[config.mk]
export PLATFORM = sky130hd
export DESIGN_NAME = dsteer_top
export DESIGN_NICKNAME = d
export VERILOG_FILES = /design/src/rtl/dsteer_pkg.sv /design/src/rtl/dsteer_class.sv /design/src/rtl/dsteer_chain.sv /design/src/rtl/dsteer_out.sv /design/src/rtl/dsteer_top.sv
export SDC_FILE = /design/constraint.sdc
export NUM_CORES = 1
export LEC_CHECK = 0
export BUFFER_PORTS_ARGS = -buffer_cell sky130_fd_sc_hd__buf_2
export CORE_ASPECT_RATIO = 1.2
export CORE_MARGIN = 3
export CORE_UTILIZATION = 50
export CTS_CLUSTER_SIZE = 8
export DETAILED_ROUTE_END_ITERATION = 8
export GPL_TIMING_DRIVEN = 1
export PLACE_DENSITY = 0.85
export SLEW_MARGIN = 20
export SYNTH_ARGS = -nofsm -noshare
export SYNTH_HDL_FRONTEND = slang
export SYNTH_SLANG_ARGS = --single-unit
[constraint.sdc]
create_clock -name clk -period 7.09 [get_ports clk]
set_input_delay 0.709 -clock clk [delete_from_list [all_inputs] [get_ports clk]]
set_output_delay 0.709 -clock clk [all_outputs]
set_load 0.005 [all_outputs]
[src/rtl/dsteer_pkg.sv]
package dsteer_pkg;
   typedef enum logic [2:0] {
      CUT_NONE    = 3'd0,
      CUT_INVALID = 3'd1,
      CUT_COMPLEX = 3'd2,
      CUT_WINDOW  = 3'd3
   } cut_e;

   function automatic logic cut_blocks(input cut_e c);
      return c != CUT_NONE;
   endfunction
endpackage

[src/rtl/dsteer_class.sv]
module dsteer_class
   import dsteer_pkg::*;
#(
   parameter int UOPW       = 3,
   parameter int WINW       = 4,
   parameter int SIMPLE_MAX = 2,
   parameter bit IS_HEAD    = 1'b0
) (
   input  logic            valid,
   input  logic [UOPW-1:0] uops,
   input  logic [WINW-1:0] win,
   input  logic [WINW-1:0] head_win,
   input  logic            taken,
   output logic            blocked,
   output logic            ends_run
);
   cut_e cut;

   generate
      if (IS_HEAD) begin : g_head
         // full decoder: only validity matters
         always_comb cut = valid ? CUT_NONE : CUT_INVALID;
      end else begin : g_narrow
         always_comb begin
            if (!valid)                       cut = CUT_INVALID;
            else if (uops > UOPW'(SIMPLE_MAX)) cut = CUT_COMPLEX;
            else if (win != head_win)         cut = CUT_WINDOW;
            else                              cut = CUT_NONE;
         end
      end
   endgenerate

   assign blocked  = cut_blocks(cut);
   assign ends_run = taken;
endmodule

[src/rtl/dsteer_chain.sv]
module dsteer_chain #(
   parameter int NSLOT = 4,
   localparam int CNTW = $clog2(NSLOT + 1)
) (
   input  logic [NSLOT-1:0] blocked,
   input  logic [NSLOT-1:0] ends_run,
   output logic [NSLOT-1:0] take,
   output logic [CNTW-1:0]  cnt
);
   assign take[0] = !blocked[0];

   genvar j;
   generate
      for (j = 1; j < NSLOT; j++) begin : g_link
         assign take[j] = take[j-1] && !ends_run[j-1] && !blocked[j];
      end
   endgenerate

   always_comb begin
      cnt = '0;
      for (int k = 0; k < NSLOT; k++)
         if (take[k]) cnt = cnt + CNTW'(1);
   end

   always_comb begin
      for (int k = 1; k < NSLOT; k++) begin
         assert_contig_R6: assert (!take[k] || take[k-1]);
         assert_taken_R5:  assert (!(take[k] && ends_run[k-1]));
      end
   end
endmodule

[src/rtl/dsteer_out.sv]
module dsteer_out #(
   parameter int NSLOT = 4,
   parameter int SEQW  = 4,
   localparam int CNTW = $clog2(NSLOT + 1)
) (
   input  logic                  clk,
   input  logic                  rst_n,
   input  logic                  ready,
   input  logic [NSLOT-1:0]      take,
   input  logic [CNTW-1:0]       cnt,
   output logic [NSLOT-1:0]      slot_valid,
   output logic [NSLOT*SEQW-1:0] slot_seq
);
   logic [SEQW-1:0] base;

   always_ff @(posedge clk or negedge rst_n) begin
      if (!rst_n) begin
         base       <= '0;
         slot_valid <= '0;
         slot_seq   <= '0;
      end else if (ready) begin
         base       <= base + SEQW'(cnt);
         slot_valid <= take;
         for (int k = 0; k < NSLOT; k++)
            slot_seq[k*SEQW +: SEQW] <= base + SEQW'(k);
      end
   end

   assert_prefix_R6: assert property (@(posedge clk) disable iff (!rst_n)
      ((slot_valid + NSLOT'(1)) & slot_valid) == '0);
   assert_count_R8: assert property (@(posedge clk) disable iff (!rst_n)
      ready |=> $countones(slot_valid) == int'($past(cnt)));
   assert_hold_R7: assert property (@(posedge clk) disable iff (!rst_n)
      !ready |=> $stable(slot_valid) && $stable(slot_seq));
endmodule

[src/rtl/dsteer_top.sv]
module dsteer_top #(
   parameter int NSLOT      = 4,
   parameter int UOPW       = 3,
   parameter int WINW       = 4,
   parameter int SEQW       = 4,
   parameter int SIMPLE_MAX = 2,
   localparam int CNTW      = $clog2(NSLOT + 1)
) (
   input  logic                  clk,
   input  logic                  rst_n,
   input  logic [NSLOT-1:0]      in_valid,
   input  logic [NSLOT*UOPW-1:0] in_uops,
   input  logic [NSLOT*WINW-1:0] in_win,
   input  logic [NSLOT-1:0]      in_taken,
   input  logic                  out_ready,
   output logic [CNTW-1:0]       consume_cnt,
   output logic [NSLOT-1:0]      slot_valid,
   output logic [NSLOT*SEQW-1:0] slot_seq
);
   if (NSLOT < 2) begin : g_bad_nslot
      $error("NSLOT must be at least 2");
   end
   if (SIMPLE_MAX >= (1 << UOPW)) begin : g_bad_simple
      $error("SIMPLE_MAX must fit in UOPW bits");
   end
   if (SEQW < CNTW) begin : g_bad_seq
      $error("SEQW must cover a full group");
   end

   logic [NSLOT-1:0] blocked, ends_run, take;
   logic [CNTW-1:0]  run_cnt;

   genvar j;
   generate
      for (j = 0; j < NSLOT; j++) begin : g_entry
         dsteer_class #(
            .UOPW(UOPW), .WINW(WINW), .SIMPLE_MAX(SIMPLE_MAX),
            .IS_HEAD(j == 0)
         ) u_class (
            .valid    (in_valid[j]),
            .uops     (in_uops[j*UOPW +: UOPW]),
            .win      (in_win[j*WINW +: WINW]),
            .head_win (in_win[0 +: WINW]),
            .taken    (in_taken[j]),
            .blocked  (blocked[j]),
            .ends_run (ends_run[j])
         );
      end
   endgenerate

   dsteer_chain #(.NSLOT(NSLOT)) u_chain (
      .blocked (blocked),
      .ends_run(ends_run),
      .take    (take),
      .cnt     (run_cnt)
   );

   assign consume_cnt = out_ready ? run_cnt : '0;

   dsteer_out #(.NSLOT(NSLOT), .SEQW(SEQW)) u_out (
      .clk       (clk),
      .rst_n     (rst_n),
      .ready     (out_ready),
      .take      (take),
      .cnt       (run_cnt),
      .slot_valid(slot_valid),
      .slot_seq  (slot_seq)
   );

   assert_head_R2: assert property (@(posedge clk) disable iff (!rst_n)
      (out_ready && in_valid[0]) |-> consume_cnt != '0);
   assert_stall_R7: assert property (@(posedge clk) disable iff (!rst_n)
      !out_ready |-> consume_cnt == '0);
   always_comb begin
      for (int k = 1; k < NSLOT; k++) begin
         assert_complex_R3: assert (!take[k] ||
            in_uops[k*UOPW +: UOPW] <= UOPW'(SIMPLE_MAX));
         assert_window_R4: assert (!take[k] ||
            in_win[k*WINW +: WINW] == in_win[0 +: WINW]);
      end
   end
endmodule

==> impl_results.md <==
* Port Buffer Count at 57
* Global routing usage summed across all routing layers at 0.189
* Die Footprint at 0.00335 mm^2
* Ports at 62
* Avg Vias per Cell at ~5.2
* Class of the most critical setup path: input port to primary output
* Register-to-register path setup slack at 5600 ps
* Most heavily used metal layer in global routing: met2
* TritonCTS clock tree: yes
* Class of the most critical hold timing path: input port to async pin
* Ratio of final minimum period to clock period at 0.515
* Setup repair after global routing missed its margin: false
* Run status: completed
* Area growth from synthesis to layout at 25.1%
* Fraction of met2 tracks used by global routing at 0.363
* Fraction of the mapped netlist area in adder cells at 0.0987
* Area fraction of the dominant cell type after synthesis at 0.410
* Maximum number of pins on one net before global-route repair at 26
* Async SR Flop Fraction at 1.00
* Accumulated negative setup slack at 0 ps
* Commonest cells post-synth: 22 x sky130_fd_sc_hd__dfrtp_1, 14 x sky130_fd_sc_hd__xnor2_1, 13 x sky130_fd_sc_hd__nand2_1
* Met1 Use GR at 0.200
* Worst path max stage delay at 480 ps
* Total inserted antenna cells at 0
* Buffering stage count on the worst path with inverters included at 2
* Detail Route Antenna Nets at 0
* Library cell with the largest summed area after synthesis: sky130_fd_sc_hd__dfrtp_1
* Later-pin clock latency in the skew report at 300 ps
* Cell with the largest stage delay on the worst path: sky130_fd_sc_hd__or3_1
* Height of the die at 62.8 um
* Clock transition at path regs at approximately 130 ps
* Worst slew margin relative to its limit at 0.624
* Number of vias in the routed layout at 1,118
* Worst VDD drop at 0.000186 V
* Kind of start point of the critical path: input port
* Post-synthesis cell area at roughly 0.0013 mm^2
* Share of cell area taken by muxes after synthesis at 0.0912
* Net count after synthesis at 181
* Number of warnings issued by yosys at 0
* Post-DP HPWL at 2290 um
* Share of the yosys chip area belonging to registers at 0.410
* Total of max-cap violations at 0
* Ratio of cells with drive above 1 in the final layout at 0.400
* Worst setup path start: in_uops[5]
* Critical register-to-register path startpoint: u_out.base[0]
* Core Rows at 19
* Max Transition Viols Final at 0
* Via count of the first global-routing pass at about 1,200
* Biggest area contributors in the synthesized netlist: sky130_fd_sc_hd__dfrtp_1 41%, sky130_fd_sc_hd__xnor2_1 9.1%, sky130_fd_sc_hd__ha_1 8.4%
* Tightest Pin Transition at between 500 and 600 ps
* Worst-path cell chain: buf_2 -> nor4bb_1 -> nand2_1 -> or3_1 -> ha_1 -> xor2_1 -> ha_1 -> nand3_1 -> xor2_1 -> nor3_1 -> buf_2
* Overall die width at 53.3 um
* Clk_skew at 12.8 ps
* Drt drc at 0
* Core footprint at 0.00242 mm^2
* Timing-limited maximum frequency at between 200 and 300 MHz
* Area share of xor/xnor cells in the synthesized design at 0.137
* Grt ovf at 0
* Wire length per cell after detailed routing at 12.8 um
* Starting density of the core at 0.554
* Top_reg_cell synth: sky130_fd_sc_hd__dfrtp_1
* Global Route met3 Usage at 0.0143
* Final Hold Vio Count at 0
* H-tree depth at 1
* # clock sinks at 22
* Synthesized instance count at 132
* Share of the synthesized area in compound gates (AO/OA/AOI/OAI) at 0.0968
* Endpoints failing setup at 0
* Required time of the worst setup path at 6380 ps
* Number of DRC markers after the initial detailed-route iteration at 17
* Global-route wire length before repair at 4840 um
* Fin crit period at roughly 3700 ps
* Number of cell instances on the worst register-to-register path at 4
* Buffer depth of the longest clock path at 2
* Routed wire length at ~2800 um
* Total setup buffers inserted after CTS at 0
* Number of gates resized after CTS at 0
* Cell with the most instances after synthesis: sky130_fd_sc_hd__dfrtp_1
* Critical-path maximum fanout at 7
* Library cells used by synthesis at 32
* Family of cells with the greatest summed delay on the critical path: simple AND/OR/NAND/NOR gates
* Final estimated routing congestion in global placement at a little under 0.9
* Simple-gate area share of the yosys netlist at 0.118
* Clock buffers created by TritonCTS at 3
* Antenna violations before repair at 0
* Total of flip-flops plus latches after synthesis at 22
* Worst reg2reg endpoint: u_out.base[2]
* Average cell area after synthesis at roughly 10 um^2
* Power per cell area at 286 mW/mm^2
* Critical path capture point type: primary output
* Static Leak at 0.810 nW
* Cts hold-fix bufs at 0
* Largest family of logic cells by synthesized area: XOR/XNOR gates
* Nets at 235
* Power consumption at 0.482 mW
* Root Buffer Master: sky130_fd_sc_hd__clkbuf_4
* Number of enable flip-flop cells after synthesis at 0
* First-pass iteration count of the detailed router at 6
* Crit path arrival time at 2950 ps
metrics by stage:
step,instances,setup WS [ps],hold slack [ps],instance area (um^2),util
after global routing,216,3210,368,1680,0.693
final,216,3440,339,1680,0.693
after detailed placement,212,3320,468,1630,0.672
after floorplan,132,3660,413,1340,-
after CTS,216,3440,354,1680,0.693
after global placement,212,3430,465,1630,0.672
layout by cell type, fill, tap and decap left out, drive strengths merged, types with 2 or more instances in the layout:
cell type	synthesis	routed
buf	3	57
o21ai	6	6
nor2	5	5
clkbuf	5	3
nand2	13	13
inv	6	6
a21oi	10	10
or3	3	3
nor3	3	3
xnor2	14	14
nor2b	2	2
mux2	10	10
ha	9	9
xor2	7	7
dfrtp	22	22
state kept, by name (all words and copies together) (netlist names):
| name | count |
|---|---|
| u_out.slot_valid | 4 |
| u_out.base | 4 |
| u_out.slot_seq | 14 |
kinds of logic after synthesis:
family,after synthesis
compound gates,21
flops,22
buf+inv,15
fa+ha+maj,10
xor+xnor,21
mux,11
simple gates,32
worst max path at each step:
stage | endpoint | cells past startpoint
finish | consume_cnt[2] | 11
global route | consume_cnt[1] | 10
CTS | consume_cnt[2] | 11
detailed placement | u_out.base[3] | 14
global placement | u_out.base[3] | 14
floorplan | u_out.base[3] | 14
area by class of cell:
class,instances,area [um^2]
clock buffers,3,22.5
clock inverters,1,30.0
fillers,214,743
inverters,7,26.3
multi-input cells,95,728
flip-flops and latches,22,551
well taps,31,38.8
repair buffers,57,285
routing by layer:
metal,vias to the layer above,part of all wire
met5,-,0
met4,0,0.015
met3,2,0.055
met2,40,0.56
met1,527,0.37
li1,549,-
where the power goes:
| group | switching [mW] | internal [mW] | leakage [nW] | total (mW) |
|---|---|---|---|---|
| sequential | 0.0372 | 0.172 | 0.262 | 0.209 |
| combinational | 0.0771 | 0.101 | 0.520 | 0.178 |
| clock | 0.0367 | 0.0571 | 0.0279 | 0.0938 |
Note: power is estimated with default switching activity, not from simulation.
